`src/rtl/hexenc_pkg.sv`:
```
package hexenc_pkg;

   typedef enum logic [1:0] {
      ST_IDLE  = 2'd0,
      ST_ISSUE = 2'd1,
      ST_WAIT  = 2'd2
   } enc_state_t;

   localparam logic [7:0] CHAR_CR    = 8'h0D;
   localparam logic [7:0] CHAR_LF    = 8'h0A;
   localparam logic [7:0] CHAR_ZERO  = 8'h30;
   localparam logic [7:0] CHAR_UPPER = 8'h41;
   localparam logic [7:0] CHAR_LOWER = 8'h61;

endpackage

```
`src/rtl/hexenc_nibble2ascii.sv`:
```
module hexenc_nibble2ascii
   import hexenc_pkg::*;
#(
   parameter bit UPPER = 1'b1
) (
   input  logic [3:0] nib,
   output logic [7:0] chr
);

   logic [7:0] letter_base;

   generate
      if (UPPER) begin : g_upper
         assign letter_base = CHAR_UPPER;
      end else begin : g_lower
         assign letter_base = CHAR_LOWER;
      end
   endgenerate

   always_comb begin
      if (nib < 4'd10) chr = CHAR_ZERO + {4'd0, nib};
      else             chr = letter_base + {4'd0, nib} - 8'd10;
   end

endmodule

```
`src/rtl/hexenc_byte_mux.sv`:
```
module hexenc_byte_mux
   import hexenc_pkg::*;
#(
   parameter int         DATA_W    = 16,
   parameter logic [7:0] LEAD_CHAR = 8'h44,
   parameter bit         UPPER     = 1'b1,
   parameter int         IDX_W     = 3
) (
   input  logic [DATA_W-1:0] word,
   input  logic [IDX_W-1:0]  idx,
   output logic [7:0]        chr
);

   localparam int NDIG = DATA_W / 4;

   logic [7:0] digit_chr [NDIG];

   generate
      for (genvar g = 0; g < NDIG; g++) begin : g_digit
         hexenc_nibble2ascii #(.UPPER(UPPER)) i_n2a (
            .nib (word[DATA_W-1-4*g -: 4]),
            .chr (digit_chr[g])
         );
      end
   endgenerate

   always_comb begin
      if (idx == '0)                        chr = LEAD_CHAR;
      else if (idx == IDX_W'(NDIG + 1))     chr = CHAR_CR;
      else                                  chr = CHAR_LF;
      for (int g = 0; g < NDIG; g++) begin
         if (idx == IDX_W'(g + 1)) chr = digit_chr[g];
      end
   end

endmodule

```
`src/rtl/hexenc_seq.sv`:
```
module hexenc_seq
   import hexenc_pkg::*;
#(
   parameter int NBYTES = 7,
   parameter int IDX_W  = 3
) (
   input  logic             clk,
   input  logic             rst_n,
   input  logic             accept,
   input  logic             tx_done,
   output enc_state_t       state,
   output logic [IDX_W-1:0] idx,
   output logic             last
);

   enc_state_t state_n;
   logic [IDX_W-1:0] idx_n;

   assign last = (idx == IDX_W'(NBYTES - 1));

   always_comb begin
      state_n = state;
      idx_n   = idx;
      case (state)
         ST_IDLE: begin
            if (accept) begin
               state_n = ST_ISSUE;
               idx_n   = '0;
            end
         end
         ST_ISSUE: state_n = ST_WAIT;
         ST_WAIT: begin
            if (tx_done) begin
               if (last) begin
                  state_n = ST_IDLE;
               end else begin
                  state_n = ST_ISSUE;
                  idx_n   = idx + 1'b1;
               end
            end
         end
         default: state_n = ST_IDLE;
      endcase
   end

   always_ff @(posedge clk) begin
      if (!rst_n) begin
         state <= ST_IDLE;
         idx   <= '0;
      end else begin
         state <= state_n;
         idx   <= idx_n;
      end
   end

   AST_IDX_STEP: assert property (@(posedge clk) disable iff (!rst_n)
      (state == ST_WAIT && tx_done && !last) |=> (state == ST_ISSUE && idx == $past(idx) + 1'b1));

   AST_DONE_IGNORED: assert property (@(posedge clk) disable iff (!rst_n)
      (state == ST_IDLE && !accept && tx_done) |=> (state == ST_IDLE));

endmodule

```
`src/rtl/hexenc_top.sv`:
```
module hexenc_top
   import hexenc_pkg::*;
#(
   parameter int         DATA_W    = 16,
   parameter logic [7:0] LEAD_CHAR = 8'h44,
   parameter bit         UPPER     = 1'b1
) (
   input  logic              clk,
   input  logic              rst_n,
   input  logic              word_valid,
   input  logic [DATA_W-1:0] word_data,
   output logic              busy,
   output logic              tx_start,
   output logic [7:0]        tx_byte,
   input  logic              tx_done
);

   localparam int NDIG   = DATA_W / 4;
   localparam int NBYTES = NDIG + 3;
   localparam int IDX_W  = $clog2(NBYTES);

   generate
      if (DATA_W % 4 != 0 || DATA_W < 4) begin : g_bad_width
         $error("hexenc_top: DATA_W must be a positive multiple of 4");
      end
   endgenerate

   enc_state_t       state;
   logic [IDX_W-1:0] idx;
   logic             last;
   logic             accept;
   logic [DATA_W-1:0] word_q;

   assign accept   = word_valid && (state == ST_IDLE);
   assign busy     = (state != ST_IDLE);
   assign tx_start = (state == ST_ISSUE);

   always_ff @(posedge clk) begin
      if (!rst_n)      word_q <= '0;
      else if (accept) word_q <= word_data;
   end

   hexenc_seq #(.NBYTES(NBYTES), .IDX_W(IDX_W)) i_seq (
      .clk     (clk),
      .rst_n   (rst_n),
      .accept  (accept),
      .tx_done (tx_done),
      .state   (state),
      .idx     (idx),
      .last    (last)
   );

   hexenc_byte_mux #(
      .DATA_W    (DATA_W),
      .LEAD_CHAR (LEAD_CHAR),
      .UPPER     (UPPER),
      .IDX_W     (IDX_W)
   ) i_mux (
      .word (word_q),
      .idx  (idx),
      .chr  (tx_byte)
   );

   AST_START_PULSE: assert property (@(posedge clk) disable iff (!rst_n)
      tx_start |=> !tx_start);

   AST_BYTE_HELD: assert property (@(posedge clk) disable iff (!rst_n)
      (state == ST_WAIT && !tx_done) |=> $stable(tx_byte));

   AST_LEAD_FIRST: assert property (@(posedge clk) disable iff (!rst_n)
      $rose(busy) |-> (tx_start && tx_byte == LEAD_CHAR));

   AST_IDLE_QUIET: assert property (@(posedge clk) disable iff (!rst_n)
      !busy |-> !tx_start);

   AST_LINE_CLOSE: assert property (@(posedge clk) disable iff (!rst_n)
      (state == ST_WAIT && tx_done && last) |=> !busy);

   AST_IGNORE_BUSY: assert property (@(posedge clk) disable iff (!rst_n)
      (busy && word_valid) |=> $stable(word_q));

   AST_HEX_CHAR: assert property (@(posedge clk) disable iff (!rst_n)
      (tx_start && idx != '0 && idx <= IDX_W'(NDIG)) |->
         ((tx_byte >= 8'h30 && tx_byte <= 8'h39) ||
          (UPPER  && tx_byte >= 8'h41 && tx_byte <= 8'h46) ||
          (!UPPER && tx_byte >= 8'h61 && tx_byte <= 8'h66)));

endmodule

```
`config.mk`:
```
export PLATFORM = sky130hd
export DESIGN_NAME = hexenc_top
export DESIGN_NICKNAME = d
export VERILOG_FILES = /design/src/rtl/hexenc_pkg.sv /design/src/rtl/hexenc_nibble2ascii.sv /design/src/rtl/hexenc_byte_mux.sv /design/src/rtl/hexenc_seq.sv /design/src/rtl/hexenc_top.sv
export SDC_FILE = /design/constraint.sdc
export NUM_CORES = 1
export LEC_CHECK = 0
export CELL_PAD_IN_SITES_DETAIL_PLACEMENT = 1
export CELL_PAD_IN_SITES_GLOBAL_PLACEMENT = 1
export CORE_AREA = 2 2 82 52
export CTS_BUF_LIST = sky130_fd_sc_hd__clkbuf_4
export CTS_CLUSTER_SIZE = 28
export DETAILED_ROUTE_END_ITERATION = 10
export DIE_AREA = 0 0 84 54
export HOLD_SLACK_MARGIN = 0.1
export PLACE_DENSITY = 0.95
export SLEW_MARGIN = 30
export SYNTH_ARGS = -nofsm -noshare
export SYNTH_HDL_FRONTEND = slang
export SYNTH_SLANG_ARGS = --single-unit
```
`constraint.sdc`:
```
create_clock -name clk -period 2.9 [get_ports clk]
set_clock_uncertainty 0.2 [all_clocks]
set_input_delay 0.29 -clock clk [delete_from_list [all_inputs] [get_ports clk]]
set_output_delay 0.29 -clock clk [all_outputs]
set_load 0.1 [all_outputs]
```
Word level (Yosys, flattened, before mapping)

Cells that the tools add are included.

Add/sub/neg operators: 13
Multiply operators: 0
Div/mod/pow operators: 0
$lt $le $gt $ge: 4
Equal/unequal tests: 11
Shift operators: 0
Multiplexer cells: 18
Bitwise logic cells: 0
Reductions and logical operators: 7

Operator list:

| operator                                         | number |
|---|---|
| two-way mux 8 bit                                | 9 |
| adder 7 x 4 -> 8 bit, first input constant       | 4 |
| subtractor 8 x 4 -> 8 bit, second input constant | 4 |
| adder 6 x 4 -> 7 bit, first input constant       | 4 |
| < comparator 4 bit, second input constant        | 4 |
| two-way mux 3 bit                                | 4 |
| == test 3 bit, second input constant             | 3 |
| == test 3 x 2 -> 1 bit, second input constant    | 2 |
| inequality test 2 bit, second input constant     | 3 |
| one-hot mux 2 bit (3 select lines)               | 1 |
| one-hot mux 3 bit (2 select lines)               | 1 |
| two-way mux 2 bit                                | 2 |
| AND reduction 4 bit                              | 1 |
| nonzero test 2 bit                               | 2 |
| adder 3 x 1 -> 3 bit, second input constant      | 1 |
| == test 3 x 1 -> 1 bit, second input constant    | 1 |
| zero test 3 bit                                  | 1 |
| == test 2 x 1 -> 1 bit, second input constant    | 1 |
| == test 2 bit, second input constant             | 1 |
| zero test 2 bit                                  | 1 |
| AND reduction 2 bit                              | 1 |
| logical AND 1 bit                                | 1 |
| two-way mux 1 bit                                | 1 |

Register bits: 21
Latch bits: 0
Memory bits (writable): 0
Bits in read-only memories: 0
Input port bits: 20
Output and inout port bits: 10
Word-level logic and storage cells: 56
Memories: 0

Depth between registers and ports, before layout

Depth after elaboration: 7
Gate-level depth with buffers: 7
Mapped depth without buffers: 6

Hierarchy

From an unflattened synthesis, not the netlist that was laid out.

Cells, all modules: 213
Area total of the unflattened synthesis: 1660.3 um^2

Modules (own cells, without submodules):

| module              | instances | cells an instance | area an instance (um^2) | sequential area each (um^2) |
|---|---|---|---|---|
| hexenc_top          | 1         | 72                | 671.9                   | 320.3 |
| hexenc_nibble2ascii | 4         | 16                | 105.1                   | 0.0 |
| hexenc_seq          | 1         | 36                | 292.8                   | 100.1 |
| hexenc_byte_mux     | 1         | 41                | 275.3                   | 0.0 |

Least setup slack after synthesis

OpenSTA, ideal clock, no wires.

Kind: reg2out
Start point: register i_seq.idx[0]
End point: output port tx_byte[0]
Data arrival time: 3.479 ns
Path slack: -1.069 ns
Cell stages (with the launch flop): 7
Path buffers: 0
Cells stage by stage: dfxtp_1 -> inv_1 -> ha_1 -> nor2b_1 -> o22ai_1 -> a211o_1 -> a221oi_1

Cells in the longest elaborated chain, start to end: 7
Elaborated cells on any way between the ends: 12
Classes of those cells: eq/ne (5); mux (6); reduce/logical (1)

RTL lines:

| what                            | line                  | RTL |
|---|---|---|
| start, declared                 | hexenc_seq.sv:12      | `output logic [IDX_W-1:0] idx,` |
| start signal, assigned          | hexenc_seq.sv:52      | `idx <= idx_n;` |
| == test 3 bit                   | hexenc_byte_mux.sv:29 | `else if (idx == IDX_W'(NDIG + 1)) chr = CHAR_CR;` |
| two-way mux 3 bit               | hexenc_byte_mux.sv:29 |  |
| two-way mux 8 bit               | hexenc_byte_mux.sv:28 | `if (idx == '0) chr = LEAD_CHAR;` |
| two-way mux 8 bit (3 in series) | hexenc_byte_mux.sv:32 | `if (idx == IDX_W'(g + 1)) chr = digit_chr[g];` |
| two-way mux 8 bit (*)           | hexenc_byte_mux.sv:32 |  |
| end, declared                   | hexenc_top.sv:14      | `output logic [7:0] tx_byte,` |

Every way passes the cells marked *; elsewhere a longest branch is shown, timed or not.

Worst setup path after layout

Same ends and word-level chain as after synthesis.

==> results.txt <==
status = completed
Die X = 84 um
vias per cell = 5.389
Layout Area Growth over Synthesis = 27.33%
Cell Rows = 18
cell taking the most area after synthesis = dfxtp_1
Avg Inst Size Synth = 7.458 um^2
critical path arrival = 2.26 ns
Root Buffer = clkbuf_4
I/O pin cnt = 30
synthesized area = 0.001506 mm^2
Vias = 1482
Post-Synth Simple-Gate Area = 0.2392
Ant. Diodes = 0
1st-iter DRT viols = 82
CTS tree = done
Synth Area in Compound Gates = 0.3131
starting density of the core = 0.3866
Yosys reg bits = 21
fraction of layout cells with a size suffix above 1 = 0.08444
Total GRT Usage = 0.1870
# Post-CTS Setup Buffers = 0
clk sinks = 21
post-route minimum period = 2.752 ns
worst path cell trace = inv_1, ha_1, nor2b_1, o22ai_1, a211o_1, a221oi_2, buf_12
Max-cap violations = 0
DRC errors left = 0
Leak = 0.6742 nW
number of synthesized flops with an enable pin = 0
DR WL/cell = 14.73 um
clk buf depth = 2
design area = 0.001918 mm^2
top_reg_cell synth = dfxtp_1
Netlist cell types = 44
Skew-Pair Late Insertion Delay = 0.32 ns
CTS buffer count = 3
Peak supply drop = 207.5 uV
slowest library cell on the worst path = dfxtp_1
Power Density = 328.5 mW/mm^2
first-pass GRT wire length = 6637 um
Seq/Total Area, Yosys = 0.2791
core area = 0.003896 mm^2
Setup TNS = 0 ns
CP max FO = 8
Worst EP required = 2.41 ns
vias in the first global route = 1366
RD Place Congestion = 0.8695
Final Hold Violating Endpoints = 0
hold_buf cts = 0
fin. max-slew vios = 0
Setup-failing EPs final = 0
DP Worst Slack = 0.5398 ns
RSZ-0062 raised after global routing = false
fmax = 0.3634 GHz
total gr overflow = 0
post-synthesis mux area share = 0
syn_nets = 231
crit-path max cell delay = 0.40 ns
Synth Area in XOR/XNOR = 0.01744
PnR worst setup slack = 0.1482 ns
# H-tree levels = 1
total iterations of the first detailed-routing run = 4
Critical Path Sink Type = primary output
Final period util = 0.9489
Hold WS = 0.2850 ns
type of origin of the critical path = register
antenna violations before repair = 0
Synth area leaders = dfxtp_1 (28%), nand2_1 (11%), a21boi_0 (10%)
final WL = 4052 um
area share of fa/ha/maj cells after synthesis = 0.07475
Yosys top cell area share = 0.2791
# resized after CTS = 0
Die ar. = 0.004536 mm^2
placed inst area = 0.001891 mm^2
largest net degree at the start of global routing = 22
IO Port Bufs = 28
yosys warns = 0
actual slew at the worst max-slew pin = 0.6478 ns
Final nets = 255
Setup CP Type = reg2out
Post-Syn Instances = 202
worst min path class = reg2reg
die height = 54 um
Final ANT Viol Nets = 0
clock input transition at the sequential cells of the worst setup and hold paths = 0.12 ns
Slew headroom = 0.5668
Synth async-reset ratio = 0
DP Wirelength = 3208 um
largest family of logic cells by synthesized area = compound AO/OA/AOI/OAI gates
fillers = 494
==> final timing paths <==
path,start,end,slack [ns],cells after the start
max,i_seq.idx[0]$_SDFFE_PN0P_,tx_byte[0],0.15,7
max reg2reg,i_seq.idx[0]$_SDFFE_PN0P_,i_seq.idx[0]$_SDFFE_PN0P_,1.07,6
min reg2reg,word_q[4]$_SDFFE_PN0P_,word_q[4]$_SDFFE_PN0P_,0.28,2
min,word_q[4]$_SDFFE_PN0P_,word_q[4]$_SDFFE_PN0P_,0.28,2
==> cell type report <==
| class | count | area, um^2 | share of cell area |
|---|---|---|---|
| inverter | 15 | 56.30 | 0.02935 |
| clock inverter | 1 | 5.005 | 0.002609 |
| multi-input combinational | 156 | 998.5 | 0.5205 |
| sequential | 21 | 420.4 | 0.2192 |
| clock buffer | 3 | 22.52 | 0.01174 |
| timing repair buffer | 29 | 352.8 | 0.1840 |
| tap | 50 | 62.56 | 0.03262 |
==> routing by layer <==
layer	track usage	up-vias	part of all wire
met3	0.03221	4	0.038
met5	0	-	0
met4	0.04032	0	0.0074
met1	0.2612	687	0.52
met2	0.3080	35	0.43
li1	-	756	-
==> per-stage QoR <==
stage,cells,power (mW),util
after floorplan,202,0.4319,-
after global placement,271,0.4795,0.4852
after detailed placement,271,0.4872,0.4852
after CTS,275,0.6364,0.4923
after global routing,275,0.6703,0.4923
final,275,0.6301,0.4923
==> cell families (layout without fill, tap and decap cells) <==
family / Yosys count / after routing
AO/OA/AOI/OAI: 68 / 68
XOR/XNOR: 3 / 3
adder cells (fa/ha/maj): 9 / 9
buffers and inverters: 25 / 48
flip-flops: 21 / 21
other: 1 / 1
AND/OR/NAND/NOR: 75 / 75
==> layout by cell type (no fill, tap or decap), types with 6 or more instances in the layout <==
cell type,n
a21boi_0,20
buf_12,7
a21oi_1,9
clkdlybuf4s50_1,19
nor2_1,7
ha_1,9
o21ai_0,12
nand2_1,43
inv_1,15
nor2b_1,6
dfxtp_1,21
==> sequential cells by signal, summed over array words and instances (netlist names) <==
name and count:
i_seq.idx 3, i_seq.state 2, word_q 16
==> worst max-delay path: cells and delay by family, from the launching register on <==
family / cells / cell delay [ns]
AOI/OAI and AO/OA: 3 / 0.71
DFF: 1 / 0.40
buffers and inverters: 2 / 0.32
adders and majority gates: 1 / 0.31
and+or+nand+nor: 1 / 0.21
==> where the power goes <==
part,switching (mW),total (mW),internal [mW]
Sequential,0.0268,0.332,0.305
Clock,0.0984,0.150,0.0517
Combinational,0.0865,0.148,0.0613
==> cells in the mapped netlist (3+ instances only) <==
library cell  number
a21boi_0          20
nor3_1             3
xnor2_1            3
dfxtp_1           21
o21ai_0           13
nand2_1           43
ha_1               9
buf_2              3
nor2b_1            6
a211oi_1           3
nand4_1            3
a21oi_1            9
a31oi_1            4
buf_4              3
nor2_1             7
inv_1             15
Note: power is estimated with default switching activity, not from simulation.
